==> src/rtl/hppi_pkg.sv <==
package hppi_pkg;

  typedef struct packed {
    logic scanInit;
    logic scanStep;
    logic commit;
    logic recall;
  } ctlStrobe_t;

  typedef enum logic [2:0] {
    FLD_PRIO   = 3'd0,
    FLD_ENABLE = 3'd1,
    FLD_PEND   = 3'd2,
    FLD_ACTIVE = 3'd3,
    FLD_TARGET = 3'd4,
    FLD_DOMAIN = 3'd5,
    FLD_RSVD6  = 3'd6,
    FLD_RSVD7  = 3'd7
  } wrField_e;

  localparam logic [1:0] TYPE_SHARED = 2'b11;

endpackage

==> src/rtl/hppi_datapath.sv <==
module hppi_datapath
  import hppi_pkg::*;
#(
  parameter int NUM_IRQ = 32,
  parameter int NUM_CPU = 4,
  parameter int NUM_DOM = 2,
  parameter int PRIO_W  = 5,
  parameter int AFF_W   = 4,
  parameter int DATA_W  = 8,
  localparam int IDX_W  = $clog2(NUM_IRQ),
  localparam int ID_W   = IDX_W + 2,
  localparam int NSLOT  = NUM_DOM * NUM_CPU,
  localparam int SLOT_W = (NSLOT > 1) ? $clog2(NSLOT) : 1,
  localparam int DOM_W  = (NUM_DOM > 1) ? $clog2(NUM_DOM) : 1
) (
  input  logic                    clk,
  input  logic                    rstN,
  input  logic                    wrEn,
  input  logic [IDX_W-1:0]        wrSel,
  input  logic [2:0]              wrField,
  input  logic [DATA_W-1:0]       wrData,
  input  logic [NUM_IRQ-1:0]      irqLevel,
  input  ctlStrobe_t              strb,
  input  logic [SLOT_W-1:0]       scanSlot,
  input  logic [IDX_W-1:0]        scanIdx,
  input  logic [DOM_W-1:0]        recallDom,
  output logic [NSLOT-1:0]        reqMark,
  output logic [NSLOT*ID_W-1:0]   bestId,
  output logic [NSLOT*PRIO_W-1:0] bestPrio,
  output logic [NSLOT-1:0]        changed
);

  localparam logic [PRIO_W-1:0] PRIO_IDLE = '1;
  localparam logic [IDX_W:0]    IRQ_LIM   = (IDX_W+1)'(NUM_IRQ);
  localparam logic [AFF_W:0]    CPU_LIM   = (AFF_W+1)'(NUM_CPU);
  localparam logic [DOM_W:0]    DOM_LIM   = (DOM_W+1)'(NUM_DOM);

  // entry table
  logic [PRIO_W-1:0]  prioQ [NUM_IRQ];
  logic [AFF_W-1:0]   affQ  [NUM_IRQ];
  logic [DOM_W-1:0]   domQ  [NUM_IRQ];
  logic [NUM_IRQ-1:0] enQ, pendQ, actQ, levelQ;
  logic [NUM_IRQ-1:0] levelRise;
  logic               wrHit;
  wrField_e           fieldSel;

  assign levelRise = irqLevel & ~levelQ;
  assign wrHit     = wrEn && ({1'b0, wrSel} < IRQ_LIM);
  assign fieldSel  = wrField_e'(wrField);

  function automatic logic [NSLOT-1:0] slotBit(input logic [DOM_W-1:0] d,
                                               input logic [AFF_W-1:0] a);
    logic [NSLOT-1:0] m;
    m = '0;
    if (({1'b0, a} < CPU_LIM) && ({1'b0, d} < DOM_LIM))
      m[int'(d) * NUM_CPU + int'(a)] = 1'b1;
    return m;
  endfunction

  // recompute requests from level edges and field writes
  always_comb begin
    reqMark = '0;
    for (int i = 0; i < NUM_IRQ; i++)
      if (levelRise[i]) reqMark = reqMark | slotBit(domQ[i], affQ[i]);
    if (wrHit) begin
      unique case (fieldSel)
        FLD_PRIO, FLD_ENABLE, FLD_PEND, FLD_ACTIVE:
          reqMark = reqMark | slotBit(domQ[wrSel], affQ[wrSel]);
        FLD_TARGET:
          reqMark = reqMark | slotBit(domQ[wrSel], affQ[wrSel])
                            | slotBit(domQ[wrSel], wrData[AFF_W-1:0]);
        FLD_DOMAIN:
          reqMark = reqMark | slotBit(domQ[wrSel], affQ[wrSel])
                            | slotBit(wrData[DOM_W-1:0], affQ[wrSel]);
        default: ;
      endcase
    end
  end

  always_ff @(posedge clk) begin
    if (!rstN) begin
      for (int i = 0; i < NUM_IRQ; i++) begin
        prioQ[i] <= PRIO_IDLE;
        affQ[i]  <= '0;
        domQ[i]  <= '0;
      end
      enQ    <= '0;
      pendQ  <= '0;
      actQ   <= '0;
      levelQ <= '0;
    end else begin
      levelQ <= irqLevel;
      for (int i = 0; i < NUM_IRQ; i++)
        if (levelRise[i]) pendQ[i] <= 1'b1;
      if (wrHit) begin
        unique case (fieldSel)
          FLD_PRIO:   prioQ[wrSel] <= wrData[PRIO_W-1:0];
          FLD_ENABLE: enQ[wrSel]   <= wrData[0];
          FLD_PEND:   pendQ[wrSel] <= wrData[0];
          FLD_ACTIVE: actQ[wrSel]  <= wrData[0];
          FLD_TARGET: affQ[wrSel]  <= wrData[AFF_W-1:0];
          FLD_DOMAIN: domQ[wrSel]  <= wrData[DOM_W-1:0];
          default: ;
        endcase
      end
    end
  end

  // scan evaluation
  logic [DOM_W-1:0]  slotDom;
  logic [AFF_W-1:0]  slotCpu;
  logic [PRIO_W-1:0] runPrio, nextPrio;
  logic [IDX_W-1:0]  runIdx, nextIdx;
  logic              runValid, nextValid, stepWin;

  assign slotDom = DOM_W'(int'(scanSlot) / NUM_CPU);
  assign slotCpu = AFF_W'(int'(scanSlot) % NUM_CPU);

  always_comb begin
    stepWin = pendQ[scanIdx] && enQ[scanIdx] && !actQ[scanIdx]
           && (domQ[scanIdx] == slotDom) && (affQ[scanIdx] == slotCpu)
           && (prioQ[scanIdx] < runPrio);
    nextPrio  = stepWin ? prioQ[scanIdx] : runPrio;
    nextIdx   = stepWin ? scanIdx : runIdx;
    nextValid = stepWin || runValid;
  end

  always_ff @(posedge clk) begin
    if (!rstN) begin
      runPrio  <= PRIO_IDLE;
      runIdx   <= '0;
      runValid <= 1'b0;
    end else if (strb.scanInit) begin
      runPrio  <= PRIO_IDLE;
      runIdx   <= '0;
      runValid <= 1'b0;
    end else if (strb.scanStep) begin
      runPrio  <= nextPrio;
      runIdx   <= nextIdx;
      runValid <= nextValid;
    end
  end

  // best registers per slot
  logic [ID_W-1:0]   bestIdQ   [NSLOT];
  logic [PRIO_W-1:0] bestPrioQ [NSLOT];
  logic [NSLOT-1:0]  changedQ;

  always_ff @(posedge clk) begin
    if (!rstN) begin
      for (int s = 0; s < NSLOT; s++) begin
        bestIdQ[s]   <= '0;
        bestPrioQ[s] <= PRIO_IDLE;
      end
      changedQ <= '0;
    end else begin
      changedQ <= '0;
      if (strb.recall) begin
        for (int s = 0; s < NSLOT; s++) begin
          if ((s / NUM_CPU) == int'(recallDom)) begin
            bestIdQ[s]   <= '0;
            bestPrioQ[s] <= PRIO_IDLE;
            changedQ[s]  <= 1'b1;
          end
        end
      end
      if (strb.commit) begin
        bestIdQ[scanSlot]   <= nextValid ? {TYPE_SHARED, nextIdx} : '0;
        bestPrioQ[scanSlot] <= nextPrio;
        changedQ[scanSlot]  <= 1'b1;
      end
    end
  end

  for (genvar s = 0; s < NSLOT; s++) begin : g_flat
    assign bestId[s*ID_W +: ID_W]       = bestIdQ[s];
    assign bestPrio[s*PRIO_W +: PRIO_W] = bestPrioQ[s];
  end
  assign changed = changedQ;

endmodule

==> src/rtl/hppi_control.sv <==
module hppi_control
  import hppi_pkg::*;
#(
  parameter int NUM_IRQ = 32,
  parameter int NUM_CPU = 4,
  parameter int NUM_DOM = 2,
  localparam int IDX_W  = $clog2(NUM_IRQ),
  localparam int NSLOT  = NUM_DOM * NUM_CPU,
  localparam int SLOT_W = (NSLOT > 1) ? $clog2(NSLOT) : 1,
  localparam int DOM_W  = (NUM_DOM > 1) ? $clog2(NUM_DOM) : 1
) (
  input  logic              clk,
  input  logic              rstN,
  input  logic [NSLOT-1:0]  reqMark,
  input  logic              ctrlWrEn,
  input  logic [DOM_W-1:0]  ctrlWrDom,
  input  logic              ctrlWrData,
  input  logic [DOM_W-1:0]  ctrlRdDom,
  output ctlStrobe_t        strb,
  output logic [SLOT_W-1:0] scanSlot,
  output logic [IDX_W-1:0]  scanIdx,
  output logic [DOM_W-1:0]  recallDom,
  output logic [1:0]        ctrlRdData,
  output logic [NUM_DOM-1:0] domEn,
  output logic              busy
);

  typedef enum logic {ST_IDLE, ST_SCAN} state_e;

  localparam logic [DOM_W:0]   DOM_LIM  = (DOM_W+1)'(NUM_DOM);
  localparam logic [IDX_W-1:0] LAST_IDX = IDX_W'(NUM_IRQ - 1);

  state_e            stateQ;
  logic [NSLOT-1:0]  dirtyQ;
  logic [NUM_DOM-1:0] domEnQ;
  logic [SLOT_W-1:0] slotQ, ptrQ;
  logic [IDX_W-1:0]  idxQ;

  logic              ctrlHit;
  logic [NUM_DOM-1:0] effEn;
  logic [NSLOT-1:0]  enMask, enableMark, avail, clrMask;
  logic [SLOT_W:0]   pickRes;
  logic              lastIdx;

  function automatic logic [SLOT_W:0] rrPick(input logic [NSLOT-1:0] v,
                                             input logic [SLOT_W-1:0] p);
    logic [SLOT_W:0] r;
    r = '0;
    for (int k = NSLOT - 1; k >= 0; k--) begin
      int j;
      j = (int'(p) + k) % NSLOT;
      if (v[j]) r = {1'b1, SLOT_W'(j)};
    end
    return r;
  endfunction

  assign ctrlHit = ctrlWrEn && ({1'b0, ctrlWrDom} < DOM_LIM);

  always_comb begin
    for (int d = 0; d < NUM_DOM; d++)
      effEn[d] = (ctrlHit && int'(ctrlWrDom) == d) ? ctrlWrData : domEnQ[d];
    for (int s = 0; s < NSLOT; s++) begin
      enMask[s]     = effEn[s / NUM_CPU];
      enableMark[s] = ctrlHit && ctrlWrData && (int'(ctrlWrDom) == s / NUM_CPU);
    end
  end

  assign avail   = dirtyQ & enMask;
  assign pickRes = rrPick(avail, ptrQ);
  assign lastIdx = (idxQ == LAST_IDX);

  always_comb begin
    strb    = '0;
    clrMask = '0;
    unique case (stateQ)
      ST_IDLE: if (pickRes[SLOT_W]) begin
        strb.scanInit = 1'b1;
        clrMask[pickRes[SLOT_W-1:0]] = 1'b1;
      end
      ST_SCAN: begin
        strb.scanStep = 1'b1;
        strb.commit   = lastIdx && enMask[slotQ];
      end
      default: ;
    endcase
    strb.recall = ctrlHit && !ctrlWrData;
  end

  always_ff @(posedge clk) begin
    if (!rstN) begin
      stateQ <= ST_IDLE;
      dirtyQ <= '0;
      domEnQ <= '0;
      slotQ  <= '0;
      ptrQ   <= '0;
      idxQ   <= '0;
    end else begin
      dirtyQ <= ((dirtyQ & ~clrMask) | reqMark | enableMark) & enMask;
      if (ctrlHit) domEnQ[ctrlWrDom] <= ctrlWrData;
      unique case (stateQ)
        ST_IDLE: if (pickRes[SLOT_W]) begin
          stateQ <= ST_SCAN;
          slotQ  <= pickRes[SLOT_W-1:0];
          idxQ   <= '0;
          ptrQ   <= (int'(pickRes[SLOT_W-1:0]) == NSLOT - 1) ? '0
                                                             : pickRes[SLOT_W-1:0] + 1'b1;
        end
        ST_SCAN: begin
          if (lastIdx) stateQ <= ST_IDLE;
          else         idxQ   <= idxQ + 1'b1;
        end
        default: stateQ <= ST_IDLE;
      endcase
    end
  end

  assign scanSlot   = slotQ;
  assign scanIdx    = idxQ;
  assign recallDom  = ctrlWrDom;
  assign domEn      = domEnQ;
  assign busy       = (stateQ == ST_SCAN);
  assign ctrlRdData = {1'b1, ({1'b0, ctrlRdDom} < DOM_LIM) ? domEnQ[ctrlRdDom] : 1'b0};

endmodule

==> src/rtl/hppi_selector.sv <==
module hppi_selector
  import hppi_pkg::*;
#(
  parameter int NUM_IRQ = 32,
  parameter int NUM_CPU = 4,
  parameter int NUM_DOM = 2,
  parameter int PRIO_W  = 5,
  parameter int AFF_W   = 4,
  parameter int DATA_W  = 8,
  localparam int IDX_W  = $clog2(NUM_IRQ),
  localparam int ID_W   = IDX_W + 2,
  localparam int NSLOT  = NUM_DOM * NUM_CPU,
  localparam int SLOT_W = (NSLOT > 1) ? $clog2(NSLOT) : 1,
  localparam int DOM_W  = (NUM_DOM > 1) ? $clog2(NUM_DOM) : 1
) (
  input  logic                    clk,
  input  logic                    rstN,
  input  logic                    wrEn,
  input  logic [IDX_W-1:0]        wrSel,
  input  logic [2:0]              wrField,
  input  logic [DATA_W-1:0]       wrData,
  input  logic [NUM_IRQ-1:0]      irqLevel,
  input  logic                    ctrlWrEn,
  input  logic [DOM_W-1:0]        ctrlWrDom,
  input  logic                    ctrlWrData,
  input  logic [DOM_W-1:0]        ctrlRdDom,
  output logic [1:0]              ctrlRdData,
  output logic [NSLOT*ID_W-1:0]   bestId,
  output logic [NSLOT*PRIO_W-1:0] bestPrio,
  output logic [NSLOT-1:0]        changed,
  output logic                    busy
);

  ctlStrobe_t        strb;
  logic [SLOT_W-1:0] scanSlot;
  logic [IDX_W-1:0]  scanIdx;
  logic [DOM_W-1:0]  recallDom;
  logic [NSLOT-1:0]  reqMark;
  logic [NUM_DOM-1:0] domEnQ;

  hppi_control #(
    .NUM_IRQ(NUM_IRQ), .NUM_CPU(NUM_CPU), .NUM_DOM(NUM_DOM)
  ) ctl_i (
    .clk(clk), .rstN(rstN), .reqMark(reqMark),
    .ctrlWrEn(ctrlWrEn), .ctrlWrDom(ctrlWrDom), .ctrlWrData(ctrlWrData),
    .ctrlRdDom(ctrlRdDom), .strb(strb), .scanSlot(scanSlot), .scanIdx(scanIdx),
    .recallDom(recallDom), .ctrlRdData(ctrlRdData), .domEn(domEnQ), .busy(busy)
  );

  hppi_datapath #(
    .NUM_IRQ(NUM_IRQ), .NUM_CPU(NUM_CPU), .NUM_DOM(NUM_DOM),
    .PRIO_W(PRIO_W), .AFF_W(AFF_W), .DATA_W(DATA_W)
  ) dp_i (
    .clk(clk), .rstN(rstN), .wrEn(wrEn), .wrSel(wrSel), .wrField(wrField),
    .wrData(wrData), .irqLevel(irqLevel), .strb(strb), .scanSlot(scanSlot),
    .scanIdx(scanIdx), .recallDom(recallDom), .reqMark(reqMark),
    .bestId(bestId), .bestPrio(bestPrio), .changed(changed)
  );

endmodule

==> config.mk <==
export PLATFORM = sky130hd
export DESIGN_NAME = hppi_selector
export DESIGN_NICKNAME = d
export VERILOG_FILES = /design/src/rtl/hppi_pkg.sv /design/src/rtl/hppi_datapath.sv /design/src/rtl/hppi_control.sv /design/src/rtl/hppi_selector.sv
export SDC_FILE = /design/constraint.sdc
export NUM_CORES = 2
export LEC_CHECK = 0
export CORE_MARGIN = 3
export CORE_UTILIZATION = 35
export DETAILED_ROUTE_END_ITERATION = 8
export DONT_BUFFER_PORTS = 1
export PLACE_DENSITY_LB_ADDON = 0.25
export SLEW_MARGIN = 25
export SYNTH_ARGS = -nofsm -noshare
export SYNTH_HDL_FRONTEND = slang
export SYNTH_SLANG_ARGS = --single-unit
==> constraint.sdc <==
create_clock -name clk -period 8.63 [get_ports clk]
set_input_delay 1.726 -clock clk [delete_from_list [all_inputs] [get_ports clk]]
set_output_delay 1.726 -clock clk [all_outputs]
set_load 0.01 [all_outputs]
# Yosys cells after proc, flatten, opt, wreduce, memory -nomap -nowiden
# Memory sizes are Yosys's and may differ from the RTL's. A register that Yosys moved wholly into a read port is not among the register bits.
# Index checks and enable logic that the tools add are counted.
# totals
inputBits	55
ramBits	416
regBits	169
memories	5
output_inout_bits	107
# memory_table
memory	depth	word_bits	rd	rd_clocked_by_memory_dff	write_ports	line_no	text
dp_i.prioQ	32	5	1	1	32	hppi_datapath.sv:39	logic [PRIO_W-1:0] prioQ [NUM_IRQ];
dp_i.affQ	32	4	34	1	32	hppi_datapath.sv:40	logic [AFF_W-1:0] affQ [NUM_IRQ];
dp_i.bestIdQ	8	7	8	0	9	hppi_datapath.sv:145	logic [ID_W-1:0] bestIdQ [NSLOT];
dp_i.bestPrioQ	8	5	8	0	9	hppi_datapath.sv:146	logic [PRIO_W-1:0] bestPrioQ [NSLOT];
dp_i.domQ	32	1	34	1	32	hppi_datapath.sv:41	logic [DOM_W-1:0] domQ [NUM_IRQ];
# op_classes
eq_ne	11
reduce_logical	71
add_sub_neg	44
muxes	373
n_bitwise	71
n_lt_le_gt_ge	123
# ops
op	n
$ge 32x1->1 const B	35
$lt 32x5->1 const B	35
$mux 8	114
$or 8x8->8	39
$add 3x4->5	35
$mux 1	157
$lt 4x3->1 const B	34
$demux 1 s3	37
$mux 5	22
$bwmux 32	3
$mux 32	2
$mux 7	9
$logic_and 1x1->1	51
$mux 4	9
$lt 4x5->1 const B	7
$and 32x32->32	1
$not 32->32	1
$bmux 1 s3	9
$and 8x8->8	3
$pmux 8 s3	1
$reduce_or 3->1	7
$or 1x1->1	16
$bmux 1 s5	3
$add 3x3->3 const B	4
36 further kinds	59

# Longest topological paths before layout
# An unclocked memory read counts as a cell.
# depth
depth_word	77
ltp_mapped	17

# Modules after synthesis
# Synthesis repeated with hierarchy kept, for this count alone.
# hier_totals
cells_unflattened	3053
hier_area_um2	31881.8
# modules_own_cells
module	cells_per_inst	area_each_um2	n_inst
hppi_datapath	2806	29838.6	1
hppi_control	247	2043.2	1

# Worst setup path after synthesis
# Ideal clock, no wire load.
# synth_path
path_type	input to register
from	input port wrSel[0]
to	register ctl_i.dirtyQ[2]
cell_stages	15
n_path_buf	5
arrival_ps	5101
path_slack_ps	3415
cell_sequence	buf_2 buf_2 buf_2 buf_2 buf_2 mux4_2 a22oi_1 nand4_1 ha_1 nor2b_1 nor2b_1 nor4_1 nand4_1 a211o_1 o21a_1
# synth_via
elab_chain_cells	16
elab_cells_between_ends	44
cone_classes	add/sub (3); order compare (7); mux (21); bitwise (8); reduce/logical (3); memory (2)
# synth_rtl
element	line_no	text
start: declaration	hppi_selector.sv:19	input logic [IDX_W-1:0] wrSel,
$mem_v2 32x4 / $mem_v2 32x1 (equally long branches)	-	
$add 3x4->5	hppi_datapath.sv:56	m[int'(d) * NUM_CPU + int'(a)] = 1'b1;
$ge 32x1->1 (implied by the code) / $lt 32x5->1 (equally long branches)	hppi_datapath.sv:56	
$logic_and 1x1->1 (implied by the code)	hppi_datapath.sv:56	
$mux 1 (implied by the code)	hppi_datapath.sv:56	
$demux 1 s3	-	
$mux 8	hppi_datapath.sv:55	if (({1'b0, a} < CPU_LIM) && ({1'b0, d} < DOM_LIM))
$mux 8	hppi_datapath.sv:66	unique case (fieldSel)
$mux 8	hppi_datapath.sv:65	if (wrHit) begin
$or 8x8->8, on equally long branches	hppi_datapath.sv:73, hppi_datapath.sv:70	
$or 8x8->8, on equally long branches	hppi_datapath.sv:74, hppi_datapath.sv:71	
$pmux 8 s3 *	hppi_datapath.sv:66	
$mux 8 *	hppi_datapath.sv:65	
$or 8x8->8 * (2 in a row)	hppi_control.sv:98	dirtyQ <= ((dirtyQ & ~clrMask) | reqMark | enableMark) & enMask;
$and 8x8->8 *	hppi_control.sv:98	
end signal: assignment	hppi_control.sv:98	
end: declaration	hppi_control.sv:34	logic [NSLOT-1:0] dirtyQ;
# Every way passes the cells marked *; elsewhere a longest branch is shown, timed or not. The select of a mux whose other input is x is not followed.
# A chain may end at the register's enable or synchronous reset.

==> flow_summary.rst <==
.. list-table::
   :header-rows: 1

   * - Metric
     - Value
   * - Cell count after placement
     - 4,042
   * - Proportion of power drawn by the clock network
     - between 40% and 50%
   * - Sequential share of power
     - 46.5%
   * - Clock tree from TritonCTS
     - built
   * - Peak supply drop
     - 0.0001292 V
   * - Final Worst Setup Slack
     - between 3 and 4 ns
   * - Max-slew headroom at the worst pin
     - 21.17%
   * - Main area contributors after synthesis
     - edfxtp_1 (35%), dfxtp_1 (13%), mux4_2 (5.2%)
   * - Post-synthesis simple-gate area fraction
     - a little under a quarter
   * - Wire length of the first global-routing pass
     - 183,500 µm
   * - Pin count of the biggest net entering global routing
     - 196
   * - CTS hold repair buffers
     - 0
   * - Type of the worst setup path
     - reg2reg
   * - Detailed-route via count
     - about 27,000
   * - Filler-free cell count of the finished design
     - 4,162
   * - Power Internal
     - slightly above 5000 µW
   * - CP Launch Type
     - register
   * - Final sum of negative setup slack
     - 0 ns
   * - Antenna violations before repair
     - 3
   * - CTS HTree Levels
     - 3
   * - Proportion of total power due to net switching
     - 28.56%
   * - Highest clock rate
     - 181.6 MHz
   * - Mapped Avg Cell Area
     - 10.40 µm²
   * - Number of warnings reported in the yosys synthesis log
     - 0
   * - Final worst clock skew
     - 0.03263 ns
   * - Distinct cells, synth
     - 100
   * - Area share of the largest cell type after synthesis
     - 34.98%
   * - Final number of hold-violating endpoints
     - 0
   * - Nets
     - approximately 3,000
   * - CP Capture Type
     - register
   * - Crit path max fanout
     - 30
   * - Logic gate share of total power
     - 12.6%
   * - Met3 Wirelength
     - 12,490 µm
   * - Largest delay contributor family on the critical path
     - multiplexers
   * - Delay of the slowest cell on the worst path
     - 0.87 ns
   * - Synth-to-Final Area Change
     - 8.742%
   * - Share of the cycle needed by the critical path after routing
     - 63.81%
   * - Drt total wl
     - 128,000 µm
   * - Status
     - completed
   * - Longest Clk Path Bufs
     - 3
   * - Fraction of synthesized cell area in xor and xnor cells
     - 0.2481%
   * - Net switching component of the power
     - between 2000 and 2500 µW
   * - Area of the core
     - 90,700 µm²
   * - Number of rows in the core area
     - 110
   * - Most instantiated cells after synthesis
     - edfxtp_1 (376), clkbuf_1 (211), dfxtp_1 (206), nand3_1 (206), o21ai_0 (169)
   * - Area of the mapped netlist
     - 32,280 µm²
   * - Count of endpoints failing setup in the final report
     - 0
   * - Clock period minus worst slack
     - 5.507 ns
   * - Endpoint arrival time on the critical path
     - 5.82 ns
   * - Hold path startpoint
     - dp_i.actQ[3]
   * - Clock tree root buffer cell
     - clkbuf_16
   * - Tightest Hold Check Type
     - reg2reg
   * - Mean routed wirelength per cell
     - around 30 µm
   * - Initial Util
     - 35.59%
   * - Least-Margin Pin Slew
     - 1.153 ns
   * - Crit-path cells
     - buf_4 -> mux4_2 -> mux4_2 -> mux2i_1 -> inv_1 -> ha_1 -> a21o_1 -> a21o_1 -> a21oi_1 -> nand3_2 -> nor3_4 -> o211ai_1
   * - Critical path buffers and inverters
     - 2
   * - Leakage dissipation
     - approximately 0.012 µW
   * - Number of iterations in the first detailed-routing pass
     - 6
   * - Remaining antenna violation count
     - 0
   * - Share of layout cells above drive strength 1
     - 10.72%
   * - Count of unresolved DRC violations after routing
     - 0
   * - Sink Count
     - 582
   * - Clock Pin Slew Worst Setup and Hold Paths
     - 0.06 ns
   * - Top flip-flop cell by instance count after synthesis
     - edfxtp_1
   * - Total power consumption of the routed design
     - between 7000 and 8000 µW
   * - Number of buffers inserted by port buffering
     - 0
   * - Max Cap Viol
     - 0
   * - Share of synthesized cell area in full adder, half adder and majority cells
     - around 1.7%
   * - Cells resized by post-CTS repair
     - 0
   * - Routed wire length on met2
     - about 57,000 µm
   * - Crit path max-delay cell type
     - nor3_4
   * - Iteration-0 DRC Markers
     - 3,326
   * - Via count of the first global-routing pass
     - about 25,000
   * - Top routing layer used
     - met5
   * - Synth async-reset ratio
     - 0%
   * - Net Count, Synth
     - 3,202
   * - Cell type with the highest aggregate area in the netlist
     - edfxtp_1
   * - Clock buffers created by TritonCTS
     - 67
   * - Required time of the worst setup path
     - 8.95 ns
   * - Sum of overflow across all layers after global routing
     - 0
   * - Die boundary width
     - 309.7 µm
   * - I/O pin total
     - 162
   * - Setup repair after global routing missed its margin
     - no
   * - Post-DR vias/cell
     - 6.407
   * - Flip-flop and latch count after synthesis
     - 582
   * - Die Footprint
     - approximately 96,000 µm²
   * - Part of the Yosys area used for sequential elements
     - 47.76%
   * - Power density normalized to cell area
     - 201.6 nW/µm²
   * - Total track usage
     - a little over a quarter
   * - Number of enable-type register cells in the synthesized netlist
     - approximately 380
   * - Combinational family with the most area after synthesis
     - simple AND/OR/NAND/NOR gates
   * - Max-slew violation count
     - 0
   * - Compound-cell area share of the yosys netlist
     - 13.45%
   * - Pre-CTS setup slack
     - between 3 and 4 ns
   * - Clock insertion delay at the later pin of the skew report
     - roughly 0.63 ns
   * - Post-CTS Setup Inserts
     - 0
   * - Routed metal-1 wire length
     - 52,830 µm
   * - HPWL reported at the end of detailed placement
     - approximately 90,000 µm
   * - RD Place Congestion
     - between 1 and 1.5
   * - Post-Syn Instances
     - 3,102
   * - Mux contribution to synthesized area
     - 8.695%
   * - Most frequent cell after synthesis
     - edfxtp_1
   * - Die Span Y
     - 309.7 µm
   * - Worst hold margin
     - approximately 0.47 ns
## layout by cell type (no fill, tap or decap), types with 43 or more instances in the layout
cell type  count
nand3_1      203
or3_1        162
mux4_2        75
inv_1         61
clkbuf_16     68
a22oi_1       54
nand2_1      148
edfxtp_1     376
o211ai_1      59
nor2b_1       43
nor2_1       156
mux2i_1       64
o21ai_0      168
nand4_1       48
dfxtp_1      202
ha_1          45
nor3_1        83
a21oi_1      155
and3_1       157
## sequential cells by signal, summed over array words and instances, names as in the netlist, named ones only
| signal | flops |
|---|---|
| dp_i.affQ | 128 |
| dp_i.actQ | 32 |
| dp_i.runPrio | 5 |
| dp_i.domQ | 32 |
| dp_i.levelQ | 32 |
| dp_i.enQ | 32 |
| ctl_i.scanSlot | 3 |
| dp_i.changed | 8 |
| ctl_i.domEn | 2 |
| dp_i.runValid | 1 |
| ctl_i.busy | 1 |
| dp_i.runIdx | 5 |
| ctl_i.scanIdx | 5 |
| dp_i.prioQ | 160 |
| dp_i.bestIdQ | 48 |
| ctl_i.dirtyQ | 8 |
| ctl_i.ptrQ | 3 |
| dp_i.bestPrioQ | 40 |
| dp_i.pendQ | 32 |
## through the flow
stage	utilization, %	area, µm²
after floorplan	-	32280
after global placement	36.26	32890
after detailed placement	36.26	32890
after CTS	38.69	35090
after global routing	38.69	35090
final	38.70	35100
## area by class of cell
cell class	instances	area [µm²]
fillers	8703	55600
multi-input cells	2182	15470
flip-flops and latches	582	15420
clock buffers	83	1802
well taps	1176	1471
clock inverters	36	401.6
repair buffers	37	277.8
inverters	65	244.0
diodes	1	2.502
## per-layer routing
metal | GRT usage [%] | vias up
li1 | - | 11680
met1 | 35.23 | 13200
met2 | 40.43 | 1479
met3 | 6.096 | 296
met4 | 10.62 | 6
met5 | 0 | -
## power by group through the flow
stage	sequential, µW	clock, µW	combinational (µW)
floorplan	3220	0	720
global placement	3340	0	870
detailed placement	3350	0	874
CTS	3290	2930	878
global route	3300	3040	947
finish	3290	2890	890
## cell families (layout without fill, tap and decap cells)
kind of cell | Yosys count | count (layout)
other | 1 | 2
DFF | 582 | 582
and+or+nand+nor | 1306 | 1306
xor gates and xnor gates | 7 | 7
muxes | 171 | 171
AOI/OAI and AO/OA | 652 | 652
adders and majority gates | 45 | 45
buffers and inverters | 338 | 221
## worst paths after layout
path	to	slack, ns	cells after the start
setup / recovery	dp_i.bestPrioQ[0][2]	3.12	12
hold / removal	dp_i.actQ[3]	0.47	2
setup reg to reg	dp_i.bestPrioQ[0][2]	3.12	12
hold reg to reg	dp_i.actQ[3]	0.47	2
## worst min-delay path, delay by kind of cell (launching register included)
| kind | cells | cell delay, ns |
|---|---|---|
| DFF | 1 | 0.30 |
| AOI/OAI and AO/OA | 2 | 0.12 |
Power figures use the tool's default switching activity.
